<file path="src/rtl/sram_pkg.sv">
package sram_pkg;
  localparam int unsigned BURST_W = 2;

  function automatic logic [BURST_W-1:0] burst_low(
    input logic [BURST_W-1:0] start,
    input logic [BURST_W-1:0] beat,
    input logic               interleave
  );
    return interleave ? (start ^ beat) : (start + beat);
  endfunction
endpackage

</file>
<file path="src/rtl/burst_addr_gen.sv">
module burst_addr_gen
  import sram_pkg::*;
#(
  parameter int unsigned AW = 6
) (
  input  logic          clk_i,
  input  logic          rst_ni,
  input  logic          load_i,
  input  logic          step_i,
  input  logic          mode_i,
  input  logic [AW-1:0] addr_i,
  output logic [AW-1:0] acc_addr_o
);
  logic [AW-1:0]      base_q;
  logic [BURST_W-1:0] beat_q, beat_n;

  assign beat_n = step_i ? beat_q + 1'b1 : beat_q;

  always_comb begin
    if (load_i) acc_addr_o = addr_i;
    else acc_addr_o = {base_q[AW-1:BURST_W], burst_low(base_q[BURST_W-1:0], beat_n, mode_i)};
  end

  always_ff @(posedge clk_i or negedge rst_ni) begin
    if (!rst_ni) begin
      base_q <= '0;
      beat_q <= '0;
    end else if (load_i) begin
      base_q <= addr_i;
      beat_q <= '0;
    end else begin
      beat_q <= beat_n;
    end
  end
endmodule

</file>
<file path="src/rtl/byte_lane_ram.sv">
module byte_lane_ram #(
  parameter int unsigned DEPTH = 64,
  parameter int unsigned LANES = 2,
  parameter int unsigned LW    = 8,
  localparam int unsigned AW   = $clog2(DEPTH)
) (
  input  logic                clk_i,
  input  logic                we_i,
  input  logic [LANES-1:0]    lane_en_i,
  input  logic [AW-1:0]       addr_i,
  input  logic [LANES*LW-1:0] wdata_i,
  output logic [LANES*LW-1:0] rdata_o
);
  for (genvar k = 0; k < LANES; k++) begin : g_lane
    logic [LW-1:0] cell_q [DEPTH];
    always_ff @(posedge clk_i) begin
      if (we_i && lane_en_i[k]) cell_q[addr_i] <= wdata_i[k*LW +: LW];
    end
    assign rdata_o[k*LW +: LW] = cell_q[addr_i];
  end
endmodule

</file>
<file path="src/rtl/sync_burst_sram.sv">
module sync_burst_sram #(
  parameter int unsigned DEPTH = 64,
  parameter int unsigned LANES = 2,
  parameter int unsigned LW    = 8,
  localparam int unsigned AW   = $clog2(DEPTH),
  localparam int unsigned DW   = LANES * LW
) (
  input  logic             clk_i,
  input  logic             rst_ni,
  input  logic [AW-1:0]    addr_i,
  input  logic             ads_cpu_ni,
  input  logic             ads_ctl_ni,
  input  logic             adv_ni,
  input  logic             ce1_ni,
  input  logic             ce2_i,
  input  logic             ce3_ni,
  input  logic             gw_ni,
  input  logic             bwe_ni,
  input  logic [LANES-1:0] bw_ni,
  input  logic             mode_i,
  input  logic             oe_ni,
  input  logic             sleep_i,
  input  logic [DW-1:0]    wdata_i,
  output logic [DW-1:0]    rdata_o,
  output logic             rd_drive_o
);
  logic sel, cpu_go, ctl_go, start, is_wr;
  logic load, desel, cont, step, rd_en, wr_en;
  logic active_q, valid_q;
  logic [LANES-1:0] lane_en;
  logic [AW-1:0]    acc_addr;
  logic [DW-1:0]    ram_rdata, rdata_q;

  assign sel    = !ce1_ni && ce2_i && !ce3_ni;
  assign cpu_go = !ads_cpu_ni && !ce1_ni;   // processor strobe masked by ce1
  assign ctl_go = !ads_ctl_ni;
  assign start  = (cpu_go || ctl_go) && !sleep_i;
  assign is_wr  = !gw_ni || (!bwe_ni && !(&bw_ni));
  assign lane_en = !gw_ni ? '1 : ~bw_ni;

  assign load  = start && sel;
  assign desel = start && !sel;
  assign cont  = !sleep_i && !start && active_q;
  assign step  = cont && !adv_ni;
  assign rd_en = (load && (cpu_go || !is_wr)) || (cont && !is_wr);
  assign wr_en = (load && !cpu_go && is_wr) || (cont && is_wr);

  burst_addr_gen #(.AW(AW)) u_addr (
    .clk_i     (clk_i),
    .rst_ni    (rst_ni),
    .load_i    (load),
    .step_i    (step),
    .mode_i    (mode_i),
    .addr_i    (addr_i),
    .acc_addr_o(acc_addr)
  );

  byte_lane_ram #(.DEPTH(DEPTH), .LANES(LANES), .LW(LW)) u_ram (
    .clk_i    (clk_i),
    .we_i     (wr_en),
    .lane_en_i(lane_en),
    .addr_i   (acc_addr),
    .wdata_i  (wdata_i),
    .rdata_o  (ram_rdata)
  );

  always_ff @(posedge clk_i or negedge rst_ni) begin
    if (!rst_ni) begin
      active_q <= 1'b0;
      valid_q  <= 1'b0;
      rdata_q  <= '0;
    end else if (!sleep_i) begin
      if (load) active_q <= 1'b1;
      else if (desel) active_q <= 1'b0;
      valid_q <= rd_en;
      if (rd_en) rdata_q <= ram_rdata;
    end
  end

  assign rdata_o    = rdata_q;
  assign rd_drive_o = valid_q && !oe_ni;
endmodule

</file>
<file path="config.mk">
export PLATFORM = sky130hd
export DESIGN_NAME = sync_burst_sram
export DESIGN_NICKNAME = d
export VERILOG_FILES = /design/src/rtl/sram_pkg.sv /design/src/rtl/burst_addr_gen.sv /design/src/rtl/byte_lane_ram.sv /design/src/rtl/sync_burst_sram.sv
export SDC_FILE = /design/constraint.sdc
export NUM_CORES = 1
export LEC_CHECK = 0
export BUFFER_PORTS_ARGS = -buffer_cell sky130_fd_sc_hd__buf_2
export CORE_AREA = 2 2 416 418
export CTS_BUF_LIST = sky130_fd_sc_hd__clkbuf_16
export CTS_CLUSTER_SIZE = 28
export DETAILED_ROUTE_END_ITERATION = 10
export DIE_AREA = 0 0 418 420
export GPL_TIMING_DRIVEN = 0
export SLEW_MARGIN = 15
export SYNTH_ARGS = -nofsm -noshare
export SYNTH_HDL_FRONTEND = slang
export SYNTH_SLANG_ARGS = --single-unit
</file>
<file path="constraint.sdc">
create_clock -name clk_i -period 5.3 [get_ports clk_i]
set_input_delay 0.53 -clock clk_i [delete_from_list [all_inputs] [get_ports clk_i]]
set_output_delay 0.53 -clock clk_i [all_outputs]
set_load 0.01 [all_outputs]
</file>
# Word level (Yosys, flattened, before mapping)
# Memories as Yosys holds them, arrays and structs flattened. A register that Yosys moved wholly into a read port is not among the register bits.
# Cells that the tools add are included.
# totals
regBits	10
latchBits	0
ramBits	1024
rom_bits	0
inputBits	37
out_inout_bits	17
word_cells	65
memories	2
# op_classes
add_sub_neg	2
mul	0
n_div	0
order_cmp	0
n_eq_ne	0
n_shift	0
muxes	11
n_bitwise	3
reduce_logical	43
# mem_list
memory	depth	width	read_ports	rd_ports_with_merged_regs	wr	line_no	text
u_ram.g_lane[0].cell_q	64	8	1	1	1	byte_lane_ram.sv:15	logic [LW-1:0] cell_q [DEPTH];
u_ram.g_lane[1].cell_q	64	8	1	1	1	byte_lane_ram.sv:15	
# op_table
operator	n
logical AND 1 bit	18
zero test 1 bit	16
two-way mux 2 bit	4
two-way mux 1 bit	6
two-way mux 6 bit	1
AND reduction 2 bit	3
logical OR 1 bit	5
adder 2 x 1 -> 2 bit, second input constant	1
adder 2 bit	1
inverter 2 bit	1
nonzero test 2 bit	1
bitwise XOR 2 bit	1
inverter 1 bit	1

# Logic depth before layout (Yosys ltp)
# depth
depth_word	12
mapped_depth	17

# Modules after synthesis
# From an unflattened synthesis, not the netlist that was laid out.
# unflattened
cells_unflattened	2374
hier_area_um2	40842.9
# modules_own_cells
module	instances	cells_each	area_per_inst_um2	seq_area_each_um2
byte_lane_ram	1	2288	39644.3	30749.5
sync_burst_sram	1	57	812.0	450.4
burst_addr_gen	1	29	386.6	200.2

# Worst setup path after synthesis
# No wires, ideal clock.
# synth_timing
kind	input-to-reg
from	in ce1_ni
to	mem u_ram.g_lane[0].cell_q[27][0] (enable)
setup_ps	370
t_arrival_ps	3862
required_time_ps	4930
setup_slack_ps	1068
path_stages	16
n_path_buf	5
cell_sequence	o21ai_1 > nor3b_1 > nor2b_1 > xor2_1 > ha_1 > nor2b_1 > xnor2_1 > xor3_1 > a21oi_1 > buf_2 > buf_2 > clkbuf_1 > buf_2 > nand2_1 > clkbuf_1 > nor2_1
# synth_via
elab_chain_cells	12
# synth_rtl
item	line_no	text
start: declaration	sync_burst_sram.sv:14	input logic ce1_ni,
zero test 1 bit *	sync_burst_sram.sv:34, sync_burst_sram.sv:35	
logical AND 1 bit	sync_burst_sram.sv:35	assign cpu_go = !ads_cpu_ni && !ce1_ni;
logical OR 1 bit	sync_burst_sram.sv:37	assign start = (cpu_go || ctl_go) && !sleep_i;
logical AND 1 bit	sync_burst_sram.sv:37	
zero test 1 bit	sync_burst_sram.sv:43	assign cont = !sleep_i && !start && active_q;
logical AND 1 bit (2 in series)	sync_burst_sram.sv:43	
logical AND 1 bit, on equally long branches	sync_burst_sram.sv:44, sync_burst_sram.sv:46	
two-way mux 2 bit or logical OR 1 bit (tied branches)	burst_addr_gen.sv:17, sync_burst_sram.sv:46	
adder 2 bit (tied with other cells)	sram_pkg.sv:9	return interleave ? (start ^ beat) : (start + beat);
two-way mux 2 bit or two-way mux 1 bit (tied branches)	sram_pkg.sv:9, byte_lane_ram.sv:17	
two-way mux 6 bit or two-way mux 1 bit (tied branches)	burst_addr_gen.sv:20, byte_lane_ram.sv:17	
end: declaration	byte_lane_ram.sv:15	
# Every way passes the cells marked *; elsewhere a longest branch is shown, timed or not.

# Final worst setup path
# layout_timing
from	reg active_q
to	reg rdata_q[2], in the netlist rdata_o[2] (read register of u_ram.g_lane[0].cell_q)
# layout_via
elab_chain_cells	6
# layout_rtl
item	line_no	text
start: declaration	sync_burst_sram.sv:29	logic active_q, valid_q;
start signal: assignment	sync_burst_sram.sv:69	active_q <= 1'b0;
start signal: assignment	sync_burst_sram.sv:73	if (load) active_q <= 1'b1;
start signal: assignment	sync_burst_sram.sv:74	else if (desel) active_q <= 1'b0;
logical AND 1 bit *	sync_burst_sram.sv:43	
logical AND 1 bit	sync_burst_sram.sv:44	assign step = cont && !adv_ni;
two-way mux 2 bit	burst_addr_gen.sv:17	assign beat_n = step_i ? beat_q + 1'b1 : beat_q;
adder 2 bit or bitwise XOR 2 bit (tied branches)	sram_pkg.sv:9	
two-way mux 2 bit	sram_pkg.sv:9	
two-way mux 6 bit	burst_addr_gen.sv:20	if (load_i) acc_addr_o = addr_i;
end: declaration	sync_burst_sram.sv:32	logic [DW-1:0] ram_rdata, rdata_q;
# Marked as above.
# A chain may end at the register's enable or synchronous reset.

==> insert_results.sql <==
INSERT INTO impl_metrics (metric_group, metric, value, unit) VALUES
('timing', 'timing.final.setup_violations', '4', ''),
('yosys', 'synth_most_common_cell', 'sky130_fd_sc_hd__edfxtp_1', ''),
('worst_setup_path', 'worst-endpoint-required', '5.85', 'ns'),
('drt', 'top_layer_used', 'met5', ''),
('placement', 'numPortBuffers', '51', ''),
('worst_setup_path', 'critical_path.cell_chain', 'nor3b_1 > nor2b_1 > xor2_1 > ha_1 > nor2b_1 > xnor2_1 > xor3_2 > a21oi_4 > buf_2 > buf_1 > and3_1 > a211oi_1 > a2111oi_0 > a41oi_1', ''),
('yosys', 'async_flop_share', '2.48', '%'),
('yosys', 'count_of_state_elements_after_synthesis', '1050', ''),
('cts', 'ctsHtreeMaxLevel', '3', ''),
('drt', 'dr_wl_met3', '22100', 'µm'),
('worst_setup_path', 'worstSetupStartpointType', 'flip-flop', ''),
('yosys', 'synth_flop_cell', 'sky130_fd_sc_hd__edfxtp_1', ''),
('worst_setup_path', 'critical-path-top-cell-by-count', 'sky130_fd_sc_hd__nor2b_1', ''),
('placement', 'placed_cells_incl_taps', '5146', ''),
('cts', 'number_of_buffers_added_by_the_clock_tree_synthesis_step', '107', ''),
('floorplanning', 'placeableCoreArea', '0.171', 'mm²'),
('drt', 'wl_met1', '62300', 'µm'),
('global_route', 'grt_pass1_vias', '26164', ''),
('drt', 'drcViolationCount', '0', ''),
('placement', 'detailed_place_hpwl', '114000', 'µm'),
('global_route', 'pin_count_of_the_biggest_net_entering_global_routing', '65', ''),
('cts', 'clock_sinks', '1050', ''),
('finish', 'syn2layout_area_growth', '17.9', '%'),
('floorplanning', 'top_level_ports', '54', ''),
('timing', 'rsz0062_at_grt', 'yes', ''),
('drt', 'detailroute.via_count', '28440', ''),
('job', 'maxCapViolCount', '0', ''),
('yosys', 'post_synth_most_frequent_cells', '1024 x sky130_fd_sc_hd__edfxtp_1, 462 x sky130_fd_sc_hd__nand2_1, 281 x sky130_fd_sc_hd__mux2i_1, 155 x sky130_fd_sc_hd__nor2_1, 126 x sky130_fd_sc_hd__nand3_1', ''),
('outcome', 'failed_checks', 'setup timing', ''),
('cts', 'clk_latency', '0.73', 'ns'),
('yosys', 'syn_area', '0.0425', 'mm²'),
('placement', 'gpl.final_weighted_congestion', '1.05', ''),
('yosys', 'syn-instance-count', '2851', ''),
('floorplanning', 'initial_core_util', '24.9', '%'),
('drt', 'drt.antenna.violating_nets', '0', ''),
('timing', 'min_period', '5.44', 'ns'),
('drt', 'wl_met2', '72100', 'µm'),
('global_route', 'grt-ovfl-total', '0', ''),
('power', 'total_power_density_per_cell_area', '473', 'mW/mm²'),
('yosys', 'post-synth-top-area-cell', 'sky130_fd_sc_hd__edfxtp_1', ''),
('timing', 'slew_headroom', '9.46', '%'),
('finish', 'finish.cell_count_without_fillers', '5371', ''),
('timing', 'timing.clock.skew', '0.0287', 'ns'),
('global_route', 'grt_antenna_before_repair', '12', ''),
('drt', 'first_iter_violations', '5166', ''),
('floorplanning', 'die_outline_area', '0.176', 'mm²'),
('drt', 'wl', '169000', 'µm'),
('floorplanning', 'floorplan.rows', '152', ''),
('yosys', 'part_of_the_yosys_area_used_for_sequential_elements', '73.9', '%'),
('worst_setup_path', 'critical_path_peak_fanout', '10', ''),
('finish', 'finish.net_count', '3069', ''),
('yosys', 'postSynthNetCount', '2889', ''),
('yosys', 'top_cells_by_area_synth', 'sky130_fd_sc_hd__edfxtp_1 72%, sky130_fd_sc_hd__mux2i_1 6.6%, sky130_fd_sc_hd__nand2_1 4.1%', ''),
('yosys', 'yosysTopAreaCellShare', '72.3', '%'),
('power', 'worst_ir_drop_vdd', '298', 'µV'),
('yosys', 'yosys.cell_types.count', '78', ''),
('worst_setup_path', 'crit_path_class', 'flip-flop to flip-flop', ''),
('worst_setup_path', 'worst-r2r-setup-slack', '-0.14', 'ns'),
('outcome', 'outcome', 'finished with violations', ''),
('global_route', 'grt_first_pass_wirelength', '224000', 'µm'),
('power', 'power.static_leakage', '16.8', 'nW'),
('yosys', 'yosys_warnings', '0', ''),
('cts', 'cts_tree', 'built', ''),
('global_route', 'grt_use_total', '18.7', '%'),
('floorplanning', 'die_height', '420', 'µm'),
('finish', 'finish.utilization', '29.3', '%'),
('timing', 'final.setup.worst_slack', '-0.138', 'ns'),
('yosys', 'synth-edff-count', '1024', ''),
('cts', 'cts-root-to-sink-buffers', '3', ''),
('drt', 'wl_per_cell', '31.4', 'µm'),
('timing', 'hold_viol', '0', '');
## area by class of cell
class / count / area [µm²]
antenna: 16 / 40.0
sequential: 1050 / 31400
timing repair buffer: 73 / 574
inverter: 7 / 26.3
fill: 16967 / 121000
clock inverter: 93 / 793
buffer: 174 / 863
tap: 2233 / 2790
multi-input combinational: 1618 / 11000
clock buffer: 107 / 2680
## registers in the layout (all words and copies together), names as in the netlist
name,count
u_ram.g_lane.cell_q,1024
rdata_o,16
u_addr.base_q,6
u_addr.beat_q,2
active_q,1
valid_q,1
## layout by cell type, fill, tap and decap left out, types with 15 or more instances in the layout
cell type	synthesis	routed
sky130_fd_sc_hd__nor2_2	2	25
sky130_fd_sc_hd__dfrtp_1	26	26
sky130_fd_sc_hd__o22ai_1	40	40
sky130_fd_sc_hd__mux2_2	71	71
sky130_fd_sc_hd__nor2_1	155	71
sky130_fd_sc_hd__nand3_1	126	125
sky130_fd_sc_hd__edfxtp_1	1024	1024
sky130_fd_sc_hd__clkbuf_1	96	72
sky130_fd_sc_hd__and3_1	76	76
sky130_fd_sc_hd__clkinv_2	0	16
sky130_fd_sc_hd__mux2i_1	281	280
sky130_fd_sc_hd__clkinv_1	1	29
sky130_fd_sc_hd__a32oi_1	17	17
sky130_fd_sc_hd__buf_4	6	36
sky130_fd_sc_hd__diode_2	0	16
sky130_fd_sc_hd__nand2_1	462	456
sky130_fd_sc_hd__a31oi_1	23	19
sky130_fd_sc_hd__clkbuf_16	0	107
sky130_fd_sc_hd__inv_1	5	30
sky130_fd_sc_hd__clkbuf_2	0	15
sky130_fd_sc_hd__a211o_1	15	15
sky130_fd_sc_hd__o21ai_0	24	23
sky130_fd_sc_hd__a211oi_1	38	38
sky130_fd_sc_hd__a21oi_1	41	37
sky130_fd_sc_hd__nor2_4	0	61
sky130_fd_sc_hd__buf_2	60	88
sky130_fd_sc_hd__nor3_1	21	21
sky130_fd_sc_hd__nand4_1	29	29
## final timing paths
path	depth (start not counted)	startpoint	endpoint
worst max-delay path	14	active_q$_DFFE_PN0P_	rdata_o[2]$_DFFE_PN0P_
worst min-delay path	2	sleep_i	valid_q$_DFFE_PN0N_
worst max register to register	14	active_q$_DFFE_PN0P_	rdata_o[2]$_DFFE_PN0P_
worst min register to register	1	valid_q$_DFFE_PN0N_	valid_q$_DFFE_PN0N_
max in group asynchronous	2	rst_ni	rdata_o[11]$_DFFE_PN0P_
min in group asynchronous	2	rst_ni	u_addr.base_q[1]$_DFFE_PN0P_
## critical path: cells and delay by family, from the launching register on
kind                       cells  cell delay [ns]
and+or+nand+nor                4             0.99
buffers and inverters          2             1.17
xor gates and xnor gates       3             0.86
adders and majority gates      1             0.18
AOI/OAI and AO/OA              4             1.72
DFF                            1             0.36
## where the power goes
part	leakage (nW)	total (mW)	internal, mW	switching, mW
Clock	1.79	7.55	4.19	3.36
Combinational	5.55	6.85	1.69	5.16
Sequential	9.51	9.30	9.19	0.105
## metal layers
metal	vias to the layer above	global-route usage, %
met1	14397	23.7
li1	11358	-
met5	-	0
met2	2208	27.8
met3	465	5.87
met4	12	11.4
## stage by stage
step	setup TNS [ns]	setup WS (ns)	hold WS, ns	power [mW]	cell area [µm²]
after floorplan	0	1.07	0.234	12.5	42500
after global placement	-1410.10	-2.52	0.459	15.8	45600
after detailed placement	-1281.44	-2.39	0.466	15.9	45800
after CTS	0	0.000128	0.0815	23.4	49900
after global routing	-2.86	-0.0925	0.115	24.0	50100
final	-0.257	-0.138	0.110	23.7	50100
## cells by family after synthesis
family / synth area share [%]
buffers and inverters: 1.86
flip-flops: 73.9
XOR/XNOR: 0.0971
AO/OA/AOI/OAI: 5.46
AND/OR/NAND/NOR: 9.77
adder cells (fa/ha/maj): 0.0294
multiplexers: 8.90
## timing repair
action,in CTS,in global routing
buffers inserted,5,5
gates resized for setup,166,35
setup endpoints to repair,784,638
hold endpoints to repair,26,0
pin swaps,3,7
hold buffers,1,0
(Power assumes the default switching activity.)
